===== src/rtl/fr_pkg.sv =====
package fr_pkg;
  localparam int HALF_W    = 32;
  localparam int BLOCK_W   = 2 * HALF_W;
  localparam int SUBKEY_W  = 48;
  localparam int N_BOX     = 8;
  localparam int BOX_IN_W  = SUBKEY_W / N_BOX;
  localparam int BOX_OUT_W = HALF_W / N_BOX;
  localparam int EXP_STEP  = HALF_W / N_BOX;
  localparam int DEPTH     = 3;

  // 0-based cipher index feeding output cipher bit j+1
  localparam int PERM_SRC [HALF_W] = '{
    15, 6, 19, 20, 28, 11, 27, 16,
    0, 14, 22, 25, 4, 17, 30, 9,
    1, 7, 23, 13, 31, 26, 2, 8,
    18, 12, 29, 5, 21, 10, 3, 24
  };

  // Widen a half: each group is a 6-bit window over the half with one
  // wrap bit on each end.
  function automatic logic [SUBKEY_W-1:0] expand_half(input logic [HALF_W-1:0] r);
    logic [HALF_W+1:0]   ring;
    logic [SUBKEY_W-1:0] e;
    ring = {r[0], r, r[HALF_W-1]};
    e = '0;
    for (int g = 0; g < N_BOX; g++) begin
      e[SUBKEY_W-1-BOX_IN_W*g -: BOX_IN_W] = ring[HALF_W+1-EXP_STEP*g -: BOX_IN_W];
    end
    return e;
  endfunction

  function automatic logic [HALF_W-1:0] permute_half(input logic [HALF_W-1:0] s);
    logic [HALF_W-1:0] p;
    p = '0;
    for (int j = 0; j < HALF_W; j++) begin
      p[HALF_W-1-j] = s[HALF_W-1-PERM_SRC[j]];
    end
    return p;
  endfunction
endpackage


===== src/rtl/fr_sbox.sv =====
module fr_sbox #(
  parameter int BOX_ID = 0
) (
  input  logic [fr_pkg::BOX_IN_W-1:0]  sel,
  output logic [fr_pkg::BOX_OUT_W-1:0] val
);
  localparam logic [2:0] BID = 3'(BOX_ID);

  logic [1:0]  row;
  logic [3:0]  col;
  logic [63:0] line;
  logic [5:0]  msb_idx;

  assign row     = {sel[5], sel[0]};
  assign col     = sel[4:1];
  assign msb_idx = 6'd63 - {col, 2'b00};

  always_comb begin
    line = '0;
    case ({BID, row})
      5'd0:  line = 64'hE4D12FB83A6C5907;
      5'd1:  line = 64'h0F74E2D1A6CB9538;
      5'd2:  line = 64'h41E8D62BFC973A50;
      5'd3:  line = 64'hFC8249175B3EA06D;
      5'd4:  line = 64'hF18E6B34972DC05A;
      5'd5:  line = 64'h3D47F28EC01A69B5;
      5'd6:  line = 64'h0E7BA4D158C6932F;
      5'd7:  line = 64'hD8A13F42B67C05E9;
      5'd8:  line = 64'hA09E63F51DC7B428;
      5'd9:  line = 64'hD70934A628E5CBF1;
      5'd10: line = 64'hD6498F30B12C5AE7;
      5'd11: line = 64'h1AD069874FE3B52C;
      5'd12: line = 64'h7DE3069A1285BC4F;
      5'd13: line = 64'hD8B56F03472C1AE9;
      5'd14: line = 64'hA690CB7DF13E5284;
      5'd15: line = 64'h3F06A1D8945BC72E;
      5'd16: line = 64'h2C417AB6853FD0E9;
      5'd17: line = 64'hEB2C47D150FA3986;
      5'd18: line = 64'h421BAD78F9C5630E;
      5'd19: line = 64'hB8C71E2D6F09A453;
      5'd20: line = 64'hC1AF92680D34E75B;
      5'd21: line = 64'hAF427C9561DE0B38;
      5'd22: line = 64'h9EF528C3704A1D6B;
      5'd23: line = 64'h432C95FABE17608D;
      5'd24: line = 64'h4B2EF08D3C975A61;
      5'd25: line = 64'hD0B7491AE35C2F86;
      5'd26: line = 64'h14BDC37EAF680592;
      5'd27: line = 64'h6BD814A7950FE23C;
      5'd28: line = 64'hD2846FB1A93E50C7;
      5'd29: line = 64'h1FD8A374C56B0E92;
      5'd30: line = 64'h7B419CE206ADF358;
      default: line = 64'h21E74A8DFC90356B;
    endcase
  end

  assign val = line[msb_idx -: 4];
endmodule


===== src/rtl/fr_stage_mix.sv =====
module fr_stage_mix
  import fr_pkg::*;
(
  input  logic                clk,
  input  logic                rst,
  input  logic                in_valid,
  input  logic [BLOCK_W-1:0]  in_state,
  input  logic [SUBKEY_W-1:0] in_key,
  output logic                v1,
  output logic [SUBKEY_W-1:0] mix1,
  output logic [HALF_W-1:0]   left1,
  output logic [HALF_W-1:0]   right1
);
  always_ff @(posedge clk) begin
    if (rst) v1 <= 1'b0;
    else     v1 <= in_valid;
  end

  always_ff @(posedge clk) begin
    mix1   <= expand_half(in_state[HALF_W-1:0]) ^ in_key;
    left1  <= in_state[BLOCK_W-1:HALF_W];
    right1 <= in_state[HALF_W-1:0];
  end

  AST_ZERO_RIGHT_KEY_PASS: assert property (@(posedge clk) disable iff (rst)
    (in_state[HALF_W-1:0] == '0) |=> (mix1 == $past(in_key)));
endmodule


===== src/rtl/fr_stage_sub.sv =====
module fr_stage_sub
  import fr_pkg::*;
(
  input  logic                clk,
  input  logic                rst,
  input  logic                v1,
  input  logic [SUBKEY_W-1:0] mix1,
  input  logic [HALF_W-1:0]   left1,
  input  logic [HALF_W-1:0]   right1,
  output logic                v2,
  output logic [HALF_W-1:0]   sub2,
  output logic [HALF_W-1:0]   left2,
  output logic [HALF_W-1:0]   right2
);
  logic [HALF_W-1:0] sub_c;

  for (genvar g = 0; g < N_BOX; g++) begin : g_box
    fr_sbox #(.BOX_ID(g)) box_i (
      .sel (mix1[SUBKEY_W-1-BOX_IN_W*g -: BOX_IN_W]),
      .val (sub_c[HALF_W-1-BOX_OUT_W*g -: BOX_OUT_W])
    );
  end

  always_ff @(posedge clk) begin
    if (rst) v2 <= 1'b0;
    else     v2 <= v1;
  end

  always_ff @(posedge clk) begin
    sub2   <= sub_c;
    left2  <= left1;
    right2 <= right1;
  end

  AST_ZERO_MIX_WORD: assert property (@(posedge clk) disable iff (rst)
    (mix1 == '0) |=> (sub2 == 32'hEFA72C4D));
endmodule


===== src/rtl/fr_stage_out.sv =====
module fr_stage_out
  import fr_pkg::*;
(
  input  logic               clk,
  input  logic               rst,
  input  logic               v2,
  input  logic [HALF_W-1:0]  sub2,
  input  logic [HALF_W-1:0]  left2,
  input  logic [HALF_W-1:0]  right2,
  output logic               out_valid,
  output logic [BLOCK_W-1:0] out_state
);
  always_ff @(posedge clk) begin
    if (rst) out_valid <= 1'b0;
    else     out_valid <= v2;
  end

  always_ff @(posedge clk) begin
    out_state <= {right2, left2 ^ permute_half(sub2)};
  end

  AST_QUIET_AFTER_RESET: assert property (@(posedge clk) disable iff (rst)
    $past(rst) |-> !out_valid);
endmodule


===== src/rtl/feistel_round_pipe.sv =====
module feistel_round_pipe
  import fr_pkg::*;
(
  input  logic                clk,
  input  logic                rst,
  input  logic                in_valid,
  input  logic [BLOCK_W-1:0]  in_state,
  input  logic [SUBKEY_W-1:0] in_key,
  output logic                out_valid,
  output logic [BLOCK_W-1:0]  out_state
);
  logic                v1, v2;
  logic [SUBKEY_W-1:0] mix1;
  logic [HALF_W-1:0]   left1, right1, sub2, left2, right2;

  fr_stage_mix mix_i (
    .clk (clk), .rst (rst), .in_valid (in_valid), .in_state (in_state),
    .in_key (in_key), .v1 (v1), .mix1 (mix1), .left1 (left1), .right1 (right1)
  );

  fr_stage_sub sub_i (
    .clk (clk), .rst (rst), .v1 (v1), .mix1 (mix1), .left1 (left1),
    .right1 (right1), .v2 (v2), .sub2 (sub2), .left2 (left2), .right2 (right2)
  );

  fr_stage_out out_i (
    .clk (clk), .rst (rst), .v2 (v2), .sub2 (sub2), .left2 (left2),
    .right2 (right2), .out_valid (out_valid), .out_state (out_state)
  );

  // Cycles since reset, saturating at the pipeline depth; guards the
  // three-deep history used by the checks below.
  logic [1:0] age;
  always_ff @(posedge clk) begin
    if (rst)                  age <= '0;
    else if (age != 2'(DEPTH)) age <= age + 2'd1;
  end

  AST_VALID_DELAY: assert property (@(posedge clk) disable iff (rst)
    (age == 2'(DEPTH)) |-> (out_valid == $past(in_valid, 3)));
  AST_RIGHT_BECOMES_LEFT: assert property (@(posedge clk) disable iff (rst)
    (age == 2'(DEPTH) && out_valid) |->
      (out_state[BLOCK_W-1:HALF_W] == $past(in_state[HALF_W-1:0], 3)));
endmodule


===== config.mk =====
export PLATFORM = sky130hd
export DESIGN_NAME = feistel_round_pipe
export DESIGN_NICKNAME = d
export VERILOG_FILES = /design/src/rtl/fr_pkg.sv /design/src/rtl/fr_sbox.sv /design/src/rtl/fr_stage_mix.sv /design/src/rtl/fr_stage_sub.sv /design/src/rtl/fr_stage_out.sv /design/src/rtl/feistel_round_pipe.sv
export SDC_FILE = /design/constraint.sdc
export NUM_CORES = 1
export LEC_CHECK = 0
export CAP_MARGIN = 0
export CORE_ASPECT_RATIO = 2
export CORE_MARGIN = 2
export CORE_UTILIZATION = 48
export DETAILED_ROUTE_END_ITERATION = 10
export PLACE_DENSITY = 0.77
export SYNTH_ARGS = -nofsm -noshare
export SYNTH_HDL_FRONTEND = slang
export SYNTH_SLANG_ARGS = --single-unit

===== constraint.sdc =====
create_clock -name clk -period 2.1 [get_ports clk]
set_input_delay 0.42 -clock clk [delete_from_list [all_inputs] [get_ports clk]]
set_output_delay 0.42 -clock clk [all_outputs]
set_load 0.005 [all_outputs]

==> metrics.cfg, run 1 <==
[setup_path]
cp_data_required_time_ns = 2.54
path_class = reg2reg
worstSetupEndpointType = flop
path_max_fanout = 8
reg2reg_slack_ns = 0.14
critPathLaunchType = flop
crit_arrival_ns = 2.40

[pwr]
swShare = 0.265
p_int_uw = 10500
p_clk_frac = 0.332
seq_power_share = 0.443
pwr-share-comb = 0.225
vdd_drop_max_mv = 0.819
static-leakage-power_uw = 0.00594
powerDensity_nw_per_um2 = 987
netSwitchingPower_uw = 3780

[drt]
drtPass1Iterations = 7
vias_per_cell = 5.57
drc = 0
dr_total_vias = 8973
final_antenna_net_count = 0
wl_per_cell_microns = 16.4
wl_microns = 26400
dr.first_iter.drc_count = 448

[cts]
clk_pin_slew_worst_paths_ns = 0.07
htree_levels = 1
clock-sinks = 275
cts_buffers = 23
clock_latency_ns = 0.52
root_buffer = clkbuf_16
cts_tree = built
cts_max_path_buffers = 3
postCtsSetupBuffers = 0

[layout]
area_growth_pct = 26.9
nets = 1491
fill_cells = 1912
drive_gt1_frac = 0.0963
post-route-util = 0.621
regArea_sq_um = 5510
multi_input_area_sq_um = 5370
antenna_cells = 0

[synthesis]
ys.flop_type = dfxtp_1
yosys.cell_types.count = 70
ys_seq_elements = 275
synth_common_cells = dfxtp_1 (275), xor2_1 (84), nor2_1 (70)
yosysSeqAreaShare = 0.484
synthTopCellsByArea = dfxtp_1 (48%), ha_1 (6.8%), xor2_1 (6.5%)
yosys.area.top_type = dfxtp_1
syn_nets = 1304
synthDominantCellAreaShare = 0.484
synth_edf_count = 0
syn_area_sq_um = 11400
yosysMostFrequentCell = dfxtp_1
ys_warn_count = 0
ys_async_sr_fraction = 0
avgSynthCellArea_sq_um = 10.1
netlist_instances = 1127

[timing]
fin_crit_sh = 0.932
finalSetupViolCount = 0
worst_clock_skew_ns = 0.0111
rsz0062_at_grt = no
holdWs_ns = 0.323
fmax_mhz = 511
finalCriticalPeriod_ns = 1.96
drv_slew = 0
slew_headroom = 0.470
finalHoldViolCount = 0
setup_tns_ns = 0
worstMarginPinSlew_ns = 0.794

[global_routing]
grt.total_usage = 0.205
grt_pass1_vias = 8837
grt_pass1_wl_microns = 42400
grt_max_degree = 26
antenna_found_initial = 0
grt-ovfl-total = 0

[floorplanning]
io_pins = 180
core_sq_um = 23200
row_count = 79
start_util = 0.489
fp.dieW_microns = 113
die_h_microns = 222
die_area_sq_um = 25000

[placed_design]
place.gp.congestion = 0.971
dp.final_hpwl_microns = 19400
port_buffers = 179

[hold_path]
hold_path.class = reg2reg

[run_status]
status = complete, no violations

[flow_run]
drv_cap = 0

## state kept, by name, summed over array words and instances (netlist names)
name             cells
out_i.out_state     64
mix_i.mix1          48
mix_i.left1         32
mix_i.right1        32
sub_i.left2         32
sub_i.right2        32
sub_i.sub2          32
mix_i.v1             1
out_i.out_valid      1
sub_i.v2             1
## routing by layer
| metal | vias up | wire length [microns] | track usage |
|---|---|---|---|
| li1 | 4339 | - | - |
| met1 | 4200 | 8840 | 0.194 |
| met2 | 334 | 14700 | 0.408 |
| met3 | 100 | 1460 | 0.0350 |
| met4 | 0 | 1370 | 0.104 |
| met5 | - | 0 | 0 |
## cell families after synthesis
| group | count (synthesis) | synth area share |
|---|---|---|
| simple gates | 251 | 0.107 |
| buf+inv | 114 | 0.0465 |
| flops | 275 | 0.484 |
| compound gates | 298 | 0.171 |
| xor+xnor | 89 | 0.0686 |
| fa+ha+maj | 62 | 0.0683 |
| mux | 38 | 0.0541 |
## cell type report
cell class / count / share of cell area
multi-input cells: 738 / 0.372
clock inverters: 12 / 0.0149
inverters: 48 / 0.0125
repair buffers: 228 / 0.150
clock buffers: 28 / 0.0440
well taps: 283 / 0.0246
flip-flops and latches: 275 / 0.382
## power groups by stage
stage | clock [uW] | sequential [uW] | combinational (uW)
3_3_place_gp | 0 | 6420 | 3100
4_1_cts | 4880 | 6310 | 3170
5_1_grt | 5070 | 6380 | 3490
6_report | 4720 | 6310 | 3200
2_1_floorplan | 0 | 6250 | 1950
3_5_place_dp | 0 | 6430 | 3140
## worst max-delay path, cell delays in order (launching register included)
cell and delay (ns):
dfxtp_1 0.46, inv_1 0.14, ha_2 0.43, nor2_1 0.07
a2111oi_0 0.56, o21ai_1 0.12, o21ai_1 0.10
## repair_timing
action | in CTS | in global routing
setup endpoints to repair | 0 | 11
gates resized for setup | 0 | 14
hold buffers | 0 | 0
## final timing paths
path / startpoint / cells after the start / endpoint
min: sub_i.right2[31]$_DFF_P_ / 0 / out_i.out_state[63]$_DFF_P_
max: mix_i.mix1[36]$_DFF_P_ / 6 / sub_i.sub2[25]$_DFF_P_
min reg2reg: sub_i.right2[31]$_DFF_P_ / 0 / out_i.out_state[63]$_DFF_P_
max reg2reg: mix_i.mix1[36]$_DFF_P_ / 6 / sub_i.sub2[25]$_DFF_P_
## stage by stage
stage          total power [uW]  setup slack, ns  area (sq um)  instances
3_5_place_dp               9570           0.0968         13500       1572
3_3_place_gp               9510            0.157         13500       1572
5_1_grt                   14900       0.00000577         14400       1612
2_1_floorplan              8200            0.131         11400       1127
4_1_cts                   14400           0.0857         14400       1612
6_report                  14200            0.143         14400       1612
## placed cells by master (no fill, tap or decap), types with 23 or more instances in the layout
cell type        netlist  routed
o21ai_0               55      55
inv_1                 42      42
nand2b_1              40      40
nor2_1                70      69
xor2_1                84      84
nand2_1               63      63
clkbuf_16              0      23
ha_1                  62      57
dfxtp_1              275     274
a21oi_1               69      69
buf_4                  5      49
clkdlybuf4s50_1        0     179
Note: power is estimated with default switching activity, not from simulation.
==> run 2, diff against run 1 <==
- CORE_UTILIZATION: 48 -> 35
- PLACE_DENSITY: 0.77 -> 0.6
==> run 2 against run 1 <==
  * Critical path depth rose by 1
  * Non-clock buffer count did not move
  * Via count fell by 0.46%
  * Clock skew rose by 0.0063 ns
  * Worst hold slack improved by 0.0011 ns
  * Register-to-register slack got worse by 0.04 ns
  * Sequential share of layout area fell by 0.66 points
  * Routed wire length rose by 3.1%
  * Combinational power barely moved
  * Global-route usage fell by 5.1 points
  * Die area rose by 36%
  * Power rose by 2.0%
  * Largest power group unchanged
  * Highest routed layer unchanged
==> metrics.cfg, run 2 (synthesized netlist as in run 1, its figures left out) <==
[run_status]
status = complete, no violations  ; unchanged

[timing]
fin_crit_sh = 0.953  ; was 0.932
fmax_mhz = 500  ; was 511 MHz
drv_slew = 0  ; unchanged
worst_clock_skew_ns = 0.0174  ; was 0.0111 ns
worstMarginPinSlew_ns = 0.760  ; was 0.794 ns
finalHoldViolCount = 0  ; unchanged
slew_headroom = 0.493  ; was 0.470
setup_tns_ns = 0  ; unchanged
finalSetupViolCount = 0  ; unchanged
rsz0062_at_grt = no  ; unchanged
setup_ws_ns = 0.0989  ; was 0.143 ns
finalCriticalPeriod_ns = 2.00  ; was 1.96 ns

[cts]
postCtsSetupBuffers = 0  ; unchanged
hold_buffers = 0  ; unchanged
clock-sinks = 275  ; unchanged
root_buffer = clkbuf_16  ; unchanged
cts_max_path_buffers = 3  ; unchanged
clk_pin_slew_worst_paths_ns = 0.07  ; about the same
cts_buffers = 26  ; was 23
cts_tree = built  ; unchanged
htree_levels = 1  ; unchanged
clock_latency_ns = 0.53  ; was 0.52 ns

[setup_path]
worstSetupEndpointType = flop  ; unchanged
path_class = reg2reg  ; unchanged
cp_data_required_time_ns = 2.52  ; was 2.54 ns
crit_arrival_ns = 2.42  ; was 2.40 ns
path_max_fanout = 8  ; unchanged
critPathLaunchType = flop  ; unchanged

[drt]
wl_per_cell_microns = 15.4  ; was 16.4 microns
drc = 0  ; unchanged
vias_per_cell = 5.06  ; was 5.57
dr_total_vias = 8932  ; was 8973
drtPass1Iterations = 7  ; unchanged
final_antenna_net_count = 0  ; unchanged
wl_microns = 27200  ; was 26400 microns
dr.first_iter.drc_count = 399  ; was 448

[floorplanning]
core_sq_um = 32100  ; was 23200 sq um
die_area_sq_um = 34000  ; was 25000 sq um
fp.dieW_microns = 131  ; was 113 microns
row_count = 93  ; was 79
io_pins = 180  ; unchanged
die_h_microns = 259  ; was 222 microns
start_util = 0.354  ; was 0.489

[pwr]
powerDensity_nw_per_um2 = 990  ; was 987 nW/um^2
netSwitchingPower_uw = 3940  ; was 3780 uW
seq_power_share = 0.433  ; was 0.443
pwr-share-comb = 0.222  ; was 0.225
swShare = 0.271  ; was 0.265
static-leakage-power_uw = 0.00598  ; was 0.00594 uW
vdd_drop_max_mv = 0.770  ; was 0.819 mV
p_clk_frac = 0.346  ; was 0.332
p_int_uw = 10600  ; was 10500 uW

[global_routing]
antenna_found_initial = 0  ; unchanged
grt-ovfl-total = 0  ; unchanged
grt_pass1_vias = 8827  ; was 8837
grt_max_degree = 35  ; was 26
grt.total_usage = 0.155  ; was 0.205
grt_pass1_wl_microns = 43400  ; was 42400 microns

[flow_run]
drv_cap = 0  ; unchanged

[layout]
nets = 1494  ; was 1491
mostFrequentLayoutCell = dfxtp_1  ; unchanged
drive_gt1_frac = 0.0972  ; was 0.0963
top_register = out_i.out_state  ; unchanged
largest_reg_flops = 64  ; unchanged
antenna_cells = 0  ; unchanged
post-route-util = 0.457  ; was 0.621
final_cell_mix = dfxtp_1 (275), clkdlybuf4s50_1 (179), xor2_1 (84)  ; was dfxtp_1 (274), clkdlybuf4s50_1 (179), xor2_1 (84)
largest_registers = out_i.out_state x64, mix_i.mix1 x48  ; unchanged
area_growth_pct = 29.1  ; was 26.9%

[placed_design]
place.gp.congestion = 0.879  ; was 0.971
pre_cts_ws_ns = 0.0700  ; was 0.0968 ns
dp.final_hpwl_microns = 20400  ; was 19400 microns
port_buffers = 179  ; unchanged

[hold_path]
hold_path.class = reg2reg  ; unchanged

-- run 2: changes by cell type in the layout (fill, tap and decap cells not counted), sizes merged --
cell	before	now
inv	47	49
clkinvlp	2	4
bufinv	6	5
clkinv	5	7
clkbuf	28	31
-- run 2: stage by stage --
step / total power, uW / std cells / cell area (sq um) / hold WS, ns
floorplan: 8200 / 1127 / 11400 / 0.310
global placement: 9550 / 1716 / 13700 / 0.310
detailed placement: 9580 / 1716 / 13700 / 0.312
CTS: 14700 / 1764 / 14600 / 0.291
global route: 15300 / 1764 / 14700 / 0.301
finish: 14500 / 1764 / 14700 / 0.324
-- run 2: power groups by stage --
| stage | logic, uW | clock network (uW) | registers, uW |
|---|---|---|---|
| CTS | 3190 | 5210 | 6290 |
| detailed placement | 3180 | 0 | 6400 |
| floorplan | 1950 | 0 | 6250 |
| global placement | 3160 | 0 | 6400 |
| finish | 3220 | 5020 | 6280 |
| global route | 3520 | 5420 | 6370 |
-- run 2: worst max-delay path, stage by stage (launching register included) --
cell       delay (ns)
dfxtp_1          0.42
inv_1            0.15
ha_1             0.32
buf_4            0.18
a2111oi_0        0.48
a31oi_1          0.10
o211ai_1         0.12
o31ai_1          0.10
-- run 2: path summary, 6_finish.rpt --
kind	from	depth (start not counted)	slack [ns]	end
worst max-delay path	mix_i.mix1[12]$_DFF_P_	7	0.1	sub_i.sub2[9]$_DFF_P_
worst min-delay path	mix_i.left1[30]$_DFF_P_	0	0.32	sub_i.left2[30]$_DFF_P_
worst max register to register	mix_i.mix1[12]$_DFF_P_	7	0.1	sub_i.sub2[9]$_DFF_P_
worst min register to register	mix_i.left1[30]$_DFF_P_	0	0.32	sub_i.left2[30]$_DFF_P_
-- run 2: area by class of cell --
type	instances	area (sq um)
Clock buffer	31	701
Clock inverter	17	231
Fill cell	3099	17400
Inverter	48	180
Multi-Input combinational cell	738	5360
Sequential cell	275	5510
Tap cell	427	534
Timing Repair Buffer	228	2160
-- run 2: layer usage --
metal,GRT usage,vias to the layer above,part of all wire
met2,0.311,319,0.56
li1,-,4350,-
met1,0.145,4167,0.34
met4,0.0827,0,0.048
met5,0,-,0
met3,0.0286,96,0.051
-- run 2: repair_timing --
| item | CTS | global route |
|---|---|---|
| gates resized for setup | 0 | 10 |
| setup endpoints to repair | 0 | 7 |
| hold endpoints to repair | 0 | 0 |
==> run 3, diff against run 2 <==
- MAX_ROUTING_LAYER: unset -> met4
==> run 3 against run 2 <==
  * Critical path depth unchanged
  * Via count down 0.40%
  * Clock skew is 0.0033 ns lower
  * First-iteration DRC count down 9.5%
  * Final cell count about the same
  * Combinational power is essentially flat
  * Clock power about the same
  * Critical path type unchanged
  * Largest cell class unchanged
  * Largest power group unchanged
==> metrics.cfg, run 3 (synthesized netlist as in run 1, its figures left out) <==
[setup_path]
path_class = reg2reg  ; unchanged
path_cells = inv_1 -> ha_1 -> buf_4 -> a2111oi_0 -> a31oi_1 -> o211ai_1 -> o31ai_1  ; unchanged
cp_data_required_time_ns = 2.52  ; about the same
slowest_delay_ns = 0.47  ; was 0.48 ns
crit_slowest_cell = a2111oi_0  ; unchanged
worstSetupEndpointType = flop  ; unchanged
path_max_fanout = 8  ; unchanged
crit_arrival_ns = 2.42  ; about the same
critPathLaunchType = flop  ; unchanged
r2r_start = mix_i.mix1[12]$_DFF_P_  ; unchanged
crit_start = mix_i.mix1[12]$_DFF_P_  ; unchanged

[pwr]
vdd_drop_max_mv = 0.651  ; was 0.770 mV
static-leakage-power_uw = 0.00599  ; was 0.00598 uW
p_total_uw = 14500  ; about the same
powerDensity_nw_per_um2 = 987  ; was 990 nW/um^2

[global_routing]
grt_max_degree = 35  ; unchanged
grt_pass1_wl_microns = 43400  ; about the same
antenna_found_initial = 0  ; unchanged
grt.total_usage = 0.159  ; was 0.155
grt_pass1_vias = 9027  ; was 8827
grt-ovfl-total = 0  ; unchanged

[cts]
clk_pin_slew_worst_paths_ns = 0.07  ; about the same
clock-sinks = 275  ; unchanged
cts_max_path_buffers = 3  ; unchanged
htree_levels = 1  ; unchanged
postCtsSetupBuffers = 0  ; unchanged
cts_buffers = 26  ; unchanged
clock_latency_ns = 0.54  ; was 0.53 ns
cts_tree = built  ; unchanged
root_buffer = clkbuf_16  ; unchanged

[timing]
finalSetupViolCount = 0  ; unchanged
setup_tns_ns = 0  ; unchanged
rsz0062_at_grt = no  ; unchanged
worstMarginPinSlew_ns = 0.723  ; was 0.760 ns
finalCriticalPeriod_ns = 1.99  ; was 2.00 ns
slew_headroom = 0.517  ; was 0.493
worst_clock_skew_ns = 0.0141  ; was 0.0174 ns
fin_crit_sh = 0.950  ; was 0.953
setup_ws_ns = 0.106  ; was 0.0989 ns
drv_slew = 0  ; unchanged
finalHoldViolCount = 0  ; unchanged
fmax_mhz = 501  ; was 500 MHz

[layout]
largest_registers = out_i.out_state x64, mix_i.mix1 x48  ; unchanged
fin_area_sq_um = 14700  ; about the same
top_register = out_i.out_state  ; unchanged
area_growth_pct = 29.0  ; was 29.1%
nets = 1495  ; was 1494
largest_reg_flops = 64  ; unchanged
drive_gt1_frac = 0.0964  ; was 0.0972
mostFrequentLayoutCell = dfxtp_1  ; unchanged
final_cell_mix = dfxtp_1 (275), clkdlybuf4s50_1 (179), xor2_1 (84)  ; unchanged
fill_cells = 3110  ; was 3099
antenna_cells = 0  ; unchanged

[floorplanning]
io_pins = 180  ; unchanged
die_h_microns = 259  ; unchanged
start_util = 0.354  ; unchanged
fp.dieW_microns = 131  ; unchanged
row_count = 93  ; unchanged
die_area_sq_um = 34000  ; unchanged
core_sq_um = 32100  ; unchanged

[drt]
wl_per_cell_microns = 15.2  ; was 15.4 microns
drc = 0  ; unchanged
dr_total_vias = 8896  ; was 8932
vias_per_cell = 5.04  ; was 5.06
wl_microns = 26800  ; was 27200 microns
final_antenna_net_count = 0  ; unchanged
drtPass1Iterations = 5  ; was 7
dr.first_iter.drc_count = 361  ; was 399

[placed_design]
dp.final_hpwl_microns = 20200  ; was 20400 microns
placed_area_sq_um = 13700  ; about the same
place.gp.congestion = 0.921  ; was 0.879
pre_cts_ws_ns = 0.0283  ; was 0.0700 ns
port_buffers = 179  ; unchanged

[hold_path]
min_from = in_state[32]  ; was mix_i.left1[30]$_DFF_P_
hold_path.class = in2reg  ; was reg2reg

[run_status]
status = complete, no violations  ; unchanged

[flow_run]
drv_cap = 0  ; unchanged

==> run 3: worst max-delay path, delay by kind of cell (launching register included) <==
| kind | cells | cell delay [ns] |
|---|---|---|
| buffers and inverters | 2 | 0.33 |
| adder cells (fa/ha/maj) | 1 | 0.33 |
| flip-flops | 1 | 0.43 |
| AO/OA/AOI/OAI | 4 | 0.78 |
==> run 3: cell type report <==
cell class	instances	area, sq um	share of cell area
Clock buffer	34	742	0.0506
Clock inverter	14	185	0.0126
Inverter	48	180	0.0123
Multi-Input combinational cell	738	5350	0.365
Sequential cell	275	5510	0.376
Tap cell	427	534	0.0364
Timing Repair Buffer	229	2170	0.148
==> run 3: worst paths after layout <==
kind	to	slack (ns)	cells after the start
setup / recovery	sub_i.sub2[9]$_DFF_P_	0.11	7
hold / removal	mix_i.left1[0]$_DFF_P_	0.31	1
hold reg to reg	sub_i.right2[0]$_DFF_P_	0.32	0
setup reg to reg	sub_i.sub2[9]$_DFF_P_	0.11	7
==> run 3: power by group <==
part	total, uW	switching (uW)	internal [uW]
combinational	3200	1510	1680
sequential	6280	405	5870
clock	5000	2010	2990
==> run 3: stage by stage <==
stage | util | instances | hold WS [ns]
floorplan | - | 1127 | 0.310
global placement | 0.427 | 1717 | 0.310
detailed placement | 0.427 | 1717 | 0.312
CTS | 0.456 | 1765 | 0.278
global route | 0.456 | 1765 | 0.289
finish | 0.456 | 1765 | 0.312
==> run 3: repair_timing <==
item / 4_1_cts / 5_1_grt
endpoints found under the setup margin: 0 / 5
resized for setup: 0 / 5
hold buffers: 0 / 0
==> run 3: per-layer routing <==
metal  vias up  routed length, microns  track usage
li1       4352                       -            -
met1      4127                    9190        0.144
met2       320                   14700        0.308
met3        97                    1390       0.0290
met4         0                    1480       0.0900
met5         -                       0            -
